## src/rtl/dpot_pkg.sv

```systemverilog
package dpot_pkg;
  typedef enum logic [1:0] {
    ST_RECALL  = 2'd0,
    ST_STANDBY = 2'd1,
    ST_ACTIVE  = 2'd2,
    ST_STORE   = 2'd3
  } dpot_state_e;
endpackage

```

## src/rtl/dpot_sync.sv

```systemverilog
module dpot_sync #(
  parameter int          W       = 4,
  parameter logic [W-1:0] RST_VAL = '0
) (
  input  logic         clk_i,
  input  logic         rst_ni,
  input  logic [W-1:0] d_i,
  output logic [W-1:0] q_o
);
  logic [W-1:0] meta_q, sync_q;

  for (genvar i = 0; i < W; i++) begin : g_bit
    always_ff @(posedge clk_i or negedge rst_ni) begin
      if (!rst_ni) begin
        meta_q[i] <= RST_VAL[i];
        sync_q[i] <= RST_VAL[i];
      end else begin
        meta_q[i] <= d_i[i];
        sync_q[i] <= meta_q[i];
      end
    end
  end

  assign q_o = sync_q;
endmodule

```

## src/rtl/dpot_counter.sv

```systemverilog
module dpot_counter #(
  parameter int TAPS  = 100,
  parameter int POS_W = $clog2(TAPS)
) (
  input  logic             clk_i,
  input  logic             rst_ni,
  input  logic             load_i,
  input  logic [POS_W-1:0] load_val_i,
  input  logic             step_i,
  input  logic             up_i,
  output logic [POS_W-1:0] pos_o
);
  localparam logic [POS_W-1:0] MaxPos = POS_W'(TAPS - 1);

  logic [POS_W-1:0] pos_q, pos_d;

  always_comb begin
    pos_d = pos_q;
    if (load_i) begin
      pos_d = (load_val_i > MaxPos) ? MaxPos : load_val_i;
    end else if (step_i) begin
      if (up_i && pos_q != MaxPos) pos_d = pos_q + POS_W'(1);
      else if (!up_i && pos_q != '0) pos_d = pos_q - POS_W'(1);
    end
  end

  always_ff @(posedge clk_i or negedge rst_ni) begin
    if (!rst_ni) pos_q <= '0;
    else         pos_q <= pos_d;
  end

  assign pos_o = pos_q;

  assert_no_overflow_R4: assert property (@(posedge clk_i) disable iff (!rst_ni)
    pos_q <= MaxPos);

  assert_step_up_R3: assert property (@(posedge clk_i) disable iff (!rst_ni)
    (step_i && !load_i && up_i && pos_q < MaxPos) |=> pos_q == $past(pos_q) + POS_W'(1));

  assert_step_down_R3: assert property (@(posedge clk_i) disable iff (!rst_ni)
    (step_i && !load_i && !up_i && pos_q != '0) |=> pos_q == $past(pos_q) - POS_W'(1));

  assert_sat_top_R4: assert property (@(posedge clk_i) disable iff (!rst_ni)
    (step_i && !load_i && up_i && pos_q == MaxPos) |=> $stable(pos_q));

  assert_sat_bottom_R4: assert property (@(posedge clk_i) disable iff (!rst_ni)
    (step_i && !load_i && !up_i && pos_q == '0) |=> $stable(pos_q));
endmodule

```

## src/rtl/dpot_nv.sv

```systemverilog
module dpot_nv #(
  parameter int POS_W        = 7,
  parameter int STORE_CYCLES = 40,
  parameter int NV_INIT      = 50,
  localparam int CntW        = $clog2(STORE_CYCLES + 1)
) (
  input  logic             clk_i,
  input  logic             rst_ni,
  input  logic             por_ni,
  input  logic             start_i,
  input  logic [POS_W-1:0] data_i,
  output logic             busy_o,
  output logic             done_o,
  output logic [POS_W-1:0] q_o
);
  logic [CntW-1:0]  cnt_q;
  logic [POS_W-1:0] data_q;
  logic [POS_W-1:0] cell_q;
  logic             last;

  assign last   = (cnt_q == CntW'(1));
  assign busy_o = (cnt_q != '0);
  assign done_o = last;

  always_ff @(posedge clk_i or negedge rst_ni) begin
    if (!rst_ni) begin
      cnt_q  <= '0;
      data_q <= '0;
    end else if (start_i && !busy_o) begin
      cnt_q  <= CntW'(STORE_CYCLES);
      data_q <= data_i;
    end else if (busy_o) begin
      cnt_q <= cnt_q - CntW'(1);
    end
  end

  // cell survives rst_ni, cleared only on power-on
  always_ff @(posedge clk_i or negedge por_ni) begin
    if (!por_ni)               cell_q <= POS_W'(NV_INIT);
    else if (rst_ni && last)   cell_q <= data_q;
  end

  assign q_o = cell_q;

  assert_cell_idle_R7: assert property (@(posedge clk_i) disable iff (!rst_ni || !por_ni)
    !busy_o |=> $stable(cell_q));

  assert_start_busy_R6: assert property (@(posedge clk_i) disable iff (!rst_ni || !por_ni)
    (start_i && !busy_o) |=> busy_o);

  assert_write_val_R6: assert property (@(posedge clk_i) disable iff (!rst_ni || !por_ni)
    last |=> cell_q == $past(data_q));
endmodule

```

## src/rtl/dpot_decode.sv

```systemverilog
module dpot_decode #(
  parameter int TAPS  = 100,
  parameter int POS_W = $clog2(TAPS)
) (
  input  logic             clk_i,
  input  logic             rst_ni,
  input  logic [POS_W-1:0] pos_i,
  output logic [TAPS-1:0]  tap_sel_o
);
  for (genvar i = 0; i < TAPS; i++) begin : g_tap
    assign tap_sel_o[i] = (pos_i == POS_W'(i));
  end

  assert_one_hot_R10: assert property (@(posedge clk_i) disable iff (!rst_ni)
    $countones(tap_sel_o) == 1);
endmodule

```

## src/rtl/dpot_ctrl.sv

```systemverilog
module dpot_ctrl #(
  parameter int TAPS         = 100,
  parameter int STORE_CYCLES = 40,
  parameter int NV_INIT      = 50,
  localparam int PosW        = $clog2(TAPS)
) (
  input  logic            clk_i,
  input  logic            rst_ni,
  input  logic            por_ni,
  input  logic            pwr_good_i,
  input  logic            cs_ni,
  input  logic            inc_i,
  input  logic            up_i,
  output logic [PosW-1:0] pos_o,
  output logic [TAPS-1:0] tap_sel_o,
  output logic            busy_o,
  output logic            standby_o
);
  import dpot_pkg::*;

  logic core_rst_n;
  assign core_rst_n = rst_ni & por_ni;

  // bit order: pwr_good, up, inc, cs
  logic [3:0] raw, syn;
  logic       cs_s, inc_s, up_s, pg_s;
  assign raw = {pwr_good_i, up_i, inc_i, cs_ni};

  dpot_sync #(.W(4), .RST_VAL(4'b0011)) u_sync (
    .clk_i  (clk_i),
    .rst_ni (core_rst_n),
    .d_i    (raw),
    .q_o    (syn)
  );
  assign {pg_s, up_s, inc_s, cs_s} = syn;

  logic cs_prev_q, inc_prev_q;
  always_ff @(posedge clk_i or negedge core_rst_n) begin
    if (!core_rst_n) begin
      cs_prev_q  <= 1'b1;
      inc_prev_q <= 1'b1;
    end else begin
      cs_prev_q  <= cs_s;
      inc_prev_q <= inc_s;
    end
  end

  logic inc_fall, cs_rise;
  assign inc_fall = inc_prev_q & ~inc_s;
  assign cs_rise  = ~cs_prev_q & cs_s;

  dpot_state_e state_q, state_d;
  logic            load, step, nv_start, nv_busy, nv_done;
  logic [PosW-1:0] nv_q, pos;

  always_comb begin
    state_d  = state_q;
    load     = 1'b0;
    step     = 1'b0;
    nv_start = 1'b0;
    unique case (state_q)
      ST_RECALL: if (pg_s) begin
        load    = 1'b1;
        state_d = ST_STANDBY;
      end
      ST_STANDBY: if (!cs_s) state_d = ST_ACTIVE;
      ST_ACTIVE: begin
        if (cs_rise) begin
          if (inc_s) begin
            nv_start = 1'b1;
            state_d  = ST_STORE;
          end else begin
            state_d  = ST_STANDBY;
          end
        end else if (inc_fall && !cs_s) begin
          step = 1'b1;
        end
      end
      ST_STORE: if (nv_done) state_d = ST_STANDBY;
      default: state_d = ST_RECALL;
    endcase
  end

  always_ff @(posedge clk_i or negedge core_rst_n) begin
    if (!core_rst_n) state_q <= ST_RECALL;
    else             state_q <= state_d;
  end

  dpot_counter #(.TAPS(TAPS), .POS_W(PosW)) u_cnt (
    .clk_i      (clk_i),
    .rst_ni     (core_rst_n),
    .load_i     (load),
    .load_val_i (nv_q),
    .step_i     (step),
    .up_i       (up_s),
    .pos_o      (pos)
  );

  dpot_nv #(.POS_W(PosW), .STORE_CYCLES(STORE_CYCLES), .NV_INIT(NV_INIT)) u_nv (
    .clk_i   (clk_i),
    .rst_ni  (rst_ni),
    .por_ni  (por_ni),
    .start_i (nv_start),
    .data_i  (pos),
    .busy_o  (nv_busy),
    .done_o  (nv_done),
    .q_o     (nv_q)
  );

  dpot_decode #(.TAPS(TAPS), .POS_W(PosW)) u_dec (
    .clk_i     (clk_i),
    .rst_ni    (core_rst_n),
    .pos_i     (pos),
    .tap_sel_o (tap_sel_o)
  );

  assign pos_o     = pos;
  assign busy_o    = nv_busy;
  assign standby_o = (state_q == ST_STANDBY);

  assert_busy_hold_R8: assert property (@(posedge clk_i) disable iff (!core_rst_n)
    busy_o |=> $stable(pos));

  assert_deselect_hold_R5: assert property (@(posedge clk_i) disable iff (!core_rst_n)
    (state_q == ST_STANDBY) |=> $stable(pos));

  assert_no_store_R7: assert property (@(posedge clk_i) disable iff (!core_rst_n)
    (state_q == ST_ACTIVE && cs_rise && !inc_s) |=> (standby_o && !busy_o));

  assert_store_state_R6: assert property (@(posedge clk_i) disable iff (!core_rst_n)
    busy_o |-> (state_q == ST_STORE));

  assert_recall_wait_R2: assert property (@(posedge clk_i) disable iff (!core_rst_n)
    (state_q == ST_RECALL && !pg_s) |=> (pos == $past(pos)));
endmodule

```

## config.mk

```make
export PLATFORM = sky130hd
export DESIGN_NAME = dpot_ctrl
export DESIGN_NICKNAME = d
export VERILOG_FILES = /design/src/rtl/dpot_pkg.sv /design/src/rtl/dpot_sync.sv /design/src/rtl/dpot_counter.sv /design/src/rtl/dpot_nv.sv /design/src/rtl/dpot_decode.sv /design/src/rtl/dpot_ctrl.sv
export SDC_FILE = /design/constraint.sdc
export NUM_CORES = 1
export LEC_CHECK = 0
export BUFFER_PORTS_ARGS = -buffer_cell sky130_fd_sc_hd__buf_4
export CORE_MARGIN = 2
export CORE_UTILIZATION = 35
export CTS_BUF_LIST = sky130_fd_sc_hd__clkbuf_8
export DETAILED_ROUTE_END_ITERATION = 7
export GPL_TIMING_DRIVEN = 0
export SKIP_CTS_REPAIR_TIMING = 1
export SLEW_MARGIN = 20
export SYNTH_ARGS = -nofsm -noshare
export SYNTH_HDL_FRONTEND = slang
export SYNTH_HIERARCHICAL = 1
export SYNTH_SLANG_ARGS = --single-unit
export TNS_END_PERCENT = 5
```

## constraint.sdc

```tcl
create_clock -name clk_i -period 5.69 [get_ports clk_i]
set_input_delay 0.2845 -clock clk_i [delete_from_list [all_inputs] [get_ports clk_i]]
set_output_delay 0.2845 -clock clk_i [all_outputs]
set_load 0.05 [all_outputs]
```

==> results of run 1 <==
==> cells by family (layout without fill, tap and decap cells) <==
| kind of cell | count (synthesis) | after routing |
|---|---|---|
| XOR/XNOR | 6 | 6 |
| AO/OA/AOI/OAI | 37 | 37 |
| buffers and inverters | 34 | 159 |
| flip-flops | 39 | 39 |
| adder cells (fa/ha/maj) | 14 | 14 |
| multiplexers | 18 | 18 |
| AND/OR/NAND/NOR | 164 | 164 |
==> worst reg2reg max path, stage by stage (launching register included) <==
cell	delay, ns
dfrtp_1	0.54
or3_4	0.50
o21ai_4	0.28
ha_1	0.33
a21o_1	0.19
o2111a_1	0.16
o31a_1	0.30
or4_1	0.41
a31oi_1	0.17
==> registers in the layout (all words and copies together) (netlist names) <==
register,count
cs_prev_q,1
inc_prev_q,1
state_q,2
u_cnt/pos_o,7
u_nv/cnt_q,6
u_nv/data_q,7
u_nv/q_o,7
u_sync/meta_q,4
u_sync/q_o,4
==> Yosys cell counts (4+ instances only) <==
master	number
mux2_2	15
dfrtp_1	30
buf_2	5
nand4bb_1	6
nand2_1	4
ha_1	13
nor2_1	105
a21oi_1	7
o21ai_0	7
clkbuf_1	13
or4b_1	4
o31ai_1	4
xor2_1	5
dfstp_2	9
buf_6	4
nand4b_1	6
and2_1	7
inv_1	11
==> power breakdown <==
group | switching, uW | leakage, uW | total, uW | internal [uW]
registers | 116 | 0.000484 | 448 | 333
clock network | 92.3 | 0.0000505 | 175 | 82.4
logic | 519 | 0.00126 | 808 | 289
total | 726 | 0.00180 | 1430 | 704
==> layer usage <==
layer	GRT usage, %	up-vias
met4	3.98	0
li1	-	1314
met1	23.1	1263
met2	34.4	90
met3	3.37	6
met5	0	-
==> area by class of cell <==
| class | instances | area, um^2 | area share (%) |
|---|---|---|---|
| Multi-Input combinational cell | 239 | 1570 | 41.1 |
| Timing Repair Buffer | 117 | 883 | 23.2 |
| Clock inverter | 3 | 12.5 | 0.328 |
| Inverter | 11 | 41.3 | 1.08 |
| Sequential cell | 39 | 987 | 25.9 |
| Buffer | 23 | 126 | 3.31 |
| Tap cell | 102 | 128 | 3.35 |
| Clock buffer | 5 | 68.8 | 1.80 |
==> metrics by stage <==
step	power [uW]	utilization, %	hold slack [ns]
after floorplan	1030	-	-0.0111
after global placement	1250	48.5	0.110
after detailed placement	1260	48.5	0.112
after CTS	1440	49.6	-0.202
after global routing	1540	49.9	0.0838
final	1430	49.9	0.104
==> worst paths after layout <==
kind                            cells past startpoint          endpoint        startpoint  slack [ns]
worst max-delay path                                8    u_cnt/pos_o[6]    u_cnt/pos_o[3]        2.75
worst min-delay path                                1  u_sync/meta_q[1]             inc_i        0.10
worst max register to register                      8    u_cnt/pos_o[6]    u_cnt/pos_o[3]        2.75
worst min register to register                      0     u_sync/q_o[2]  u_sync/meta_q[2]        0.35
max in group asynchronous                           3  u_sync/meta_q[3]            rst_ni        4.26
min in group asynchronous                           2       u_nv/q_o[6]            por_ni        0.35
==> flow_summary.toml, run 1 <==
[drt]
wl_met3_um = 462
routedWlPerCell_um = 14.8
dr.max_layer_used = "met4"
drt-total-wl_um = 7960
ant_nets = 0
drtPass1Iterations = 4
drc = 0
wl_met2_um = 4000
num_vias = 2673
drtIter0Drc = 106
via_per_inst = 4.96
wl_met1_um = 3450

[placed_design]
portBuffers = 115
place_congestion = 0.765
dp_hpwl_um = 6080
dpl_cell_area_um2 = 3710
dp_slack_ns = 2.77
dp.cells = 529

[grt]
grt_max_degree = 20
grtUsageTotal_pct = 18.8
grt_overflow = 0
grt_pass1_vias = 2557
grt_pass1_wl_um = 12900
antenna_found_initial = 0

[yosys]
netlist_instances = 312
syn_area_per_cell_um2 = 8.72
netlist-cell-type-count = 55
synth_ff_type = "dfrtp_1"
ys_async_sr_fraction_pct = 100
synth_top_family_by_area = "simple AND/OR/NAND/NOR gates"
synthAdderAreaFrac_pct = 6.71
yosys.area.top_type = "dfrtp_1"
synth_top_area_share_pct = 27.6
synth-edff-count = 0
yosysSeqAreaShare_pct = 36.3
yosys.area_share.simple_pct = 31.5
synth-xor-area-share_pct = 1.93
synth_fp_nets = 333
synth_compound_area_share_pct = 10.1
synth_seq_cells = 39
synthMuxAreaShare_pct = 7.31
synth_area_leaders = "dfrtp_1 28%, nor2_1 14%, dfstp_2 8.7%, mux2_2 6.2%, ha_1 6.0%"
syn_area_um2 = 2720
yosysWarnings = 6

[timing]
tightestPinTransition_ns = 0.825
max_freq_mhz = 340
tns_ns = 0
final-setup-viol-count = 0
rsz0062_at_grt = "no"
fin_crit_ns = 2.94
fin_skew_ns = 0.00578
slew_headroom_pct = 45.0
hold_viol_final = 0
maxSlewViolCount = 0
fin_crit_sh_pct = 51.7
fin_ws_ns = 2.75

[cells_and_area]
final_cells = 539
diodes = 0
final_common_cell = "buf_4"
final_area_um2 = 3810
drive_gt1_share_pct = 36.8
nFillCells = 735
synthToLayoutAreaGrowth_pct = 40.1
fin_nets = 457
final_cell_mix = "116 x buf_4, 105 x nor2_1, 30 x dfrtp_1"

[worst_setup_path]
cp_top_family = "compound AO/OA/AOI/OAI gates"
crit_path_start_kind = "flip-flop"
critPathCaptureType = "flip-flop"
path_cells = "or3_4 > o21ai_4 > ha_1 > a21o_1 > o2111a_1 > o31a_1 > or4_1 > a31oi_1"
cp.required_ns = 5.90
crit_arrival_ns = 3.15
slowest_delay_ns = 0.54
worst_path_max_delay_cell = "dfrtp_1"
crit_buf_inv = 0
critical_path_class = "reg -> reg"
cp_max_fo = 12

[floorplan]
fp.dieH_um = 92.2
pin_count = 116
start_util_pct = 35.6
core_area_um2 = 7650
die_area_um2 = 8500
die_w_um = 92.2
fp-row-count = 32

[job]
cap_violations = 0

[outcome]
outcome = "finished clean"

[clock_network]
cts_root_buf = "clkbuf_8"
clock_path_buffers = 2
clk_pin_slew_ns = 0.08
numCtsBuffers = 5
cts_tree = "yes"
insertion_delay_ns = 0.28
clock_sinks = 39
htree_levels = 2

[power]
p_per_area_nw_per_um2 = 375
vdd_drop_max_mv = 0.221
p_leak_uw = 0.00180

[min_path]
hp-class = "in -> reg"
No activity file was read; power rests on OpenSTA's default activity.
==> run 2: changes to the inputs <==
==> constraint.sdc (replaced) <==
create_clock -name clk_i -period 3 [get_ports clk_i]
set_input_delay 0.15 -clock clk_i [delete_from_list [all_inputs] [get_ports clk_i]]
set_output_delay 0.15 -clock clk_i [all_outputs]
set_load 0.05 [all_outputs]
==> flow_summary.toml, run 2 (same netlist as run 1, synthesis figures left out) <==
[min_path]
hp-class = "in -> async"

[clock_network]
clock_path_buffers = 2
clock_sinks = 39
numCtsBuffers = 5
cts_tree = "yes"
cts_root_buf = "clkbuf_8"
clk_pin_slew_ns = 0.07
htree_levels = 2
insertion_delay_ns = 0.28

[drt]
routedWlPerCell_um = 14.7
drt-total-wl_um = 8000
drtPass1Iterations = 4
num_vias = 2686
via_per_inst = 4.95
drc = 0
ant_nets = 0
drtIter0Drc = 113

[worst_setup_path]
cp_top_family = "compound AO/OA/AOI/OAI gates"
reg2reg_depth = 8
crit_path_start_kind = "flip-flop"
timing.rr.end = "u_cnt/pos_o[6]"
slowest_delay_ns = 0.51
critPathCaptureType = "flip-flop"
critical_path_class = "reg -> reg"
cp_max_fo = 12
cp.required_ns = 3.21
path_cells = "or3_4 > o21ai_4 > ha_1 > a21o_1 > o2111a_1 > o31a_1 > or4_1 > a31oi_1"
rrSetupSlack_ns = 0.16
r2r_start = "u_cnt/pos_o[3]"
worst_path_max_delay_cell = "dfrtp_2"
crit_buf_inv = 0
crit_arrival_ns = 3.05

[cells_and_area]
fin_nets = 461
synthToLayoutAreaGrowth_pct = 41.9
final_util_pct = 50.5
diodes = 0
drive_gt1_share_pct = 37.9
final_common_cell = "buf_4"
final_area_um2 = 3860
nFillCells = 736
final_cells = 543
final_cell_mix = "116 x buf_4, 105 x nor2_1, 24 x dfrtp_1"

[timing]
maxSlewViolCount = 0
fin_crit_ns = 2.84
rsz0062_at_grt = "no"
final-setup-viol-count = 0
fin_skew_ns = 0.00503
tightestPinTransition_ns = 0.822
fin_crit_sh_pct = 94.7
hold_viol_final = 0
slew_headroom_pct = 45.2
max_freq_mhz = 352
tns_ns = 0
fin_ws_ns = 0.158

[floorplan]
pin_count = 116
start_util_pct = 35.6
die_w_um = 92.2
fp-row-count = 32
die_area_um2 = 8500
core_area_um2 = 7650
fp.dieH_um = 92.2

[placed_design]
portBuffers = 115
place_congestion = 0.765
dp_hpwl_um = 6080
dp.cells = 529
dpl_cell_area_um2 = 3710
dp_slack_ns = 0.0827

[grt]
grt_pass1_vias = 2557
grt_max_degree = 20
antenna_found_initial = 0
grt_pass1_wl_um = 12900
grt_overflow = 0
grtUsageTotal_pct = 18.8

[power]
vdd_drop_max_mv = 0.419
p_leak_uw = 0.00181
p_per_area_nw_per_um2 = 705

[job]
cap_violations = 0

[outcome]
outcome = "finished clean"
[run 2: cell count changes in the layout (fill, tap and decap cells not counted)]
cell,change
dfrtp_1,-6
dlygate4sd3_1,+4
dfrtp_2,+6
[run 2: per-stage QoR]
stage	hold WS [ns]	total power [uW]
after detailed placement	-0.0220	2390
after global placement	-0.0246	2370
final	0.213	2720
after floorplan	-0.146	1960
after CTS	-0.336	2730
after global routing	0.212	2940
[run 2: area by class of cell]
cell class,count,area (um^2),share of cell area (%)
inverters,11,41.3,1.07
repair buffers,121,923,23.9
flip-flops and latches,39,995,25.8
multi-input cells,239,1570,40.6
well taps,102,128,3.31
clock inverters,3,12.5,0.324
clock buffers,5,68.8,1.78
plain buffers,23,126,3.27
[run 2: how the worst max path moves through the flow]
stage	startpoint	endpoint	slack, ns	cells past startpoint
2_1_floorplan	u_cnt/pos_o[3]	u_cnt/pos_o[6]	0.12	8
3_3_place_gp	u_cnt/pos_o[3]	u_cnt/pos_o[6]	0.11	8
3_5_place_dp	u_cnt/pos_o[3]	u_cnt/pos_o[6]	0.08	8
4_1_cts	u_cnt/pos_o[3]	u_cnt/pos_o[6]	0.06	8
5_1_grt	u_cnt/pos_o[3]	u_cnt/pos_o[6]	0.01	8
6_report	u_cnt/pos_o[3]	u_cnt/pos_o[6]	0.16	8
[run 2: metal layers]
metal  GRT usage (%)  part of all wire [%]
met1            23.1                    44
met2            34.4                    50
met3            3.37                   5.3
met4            3.98                  0.65
met5               0                     0
[run 2: report_power, final]
part | leakage [uW] | switching (uW) | internal (uW)
registers | 0.000476 | 219 | 637
logic | 0.00128 | 985 | 552
clock network | 0.0000505 | 173 | 156
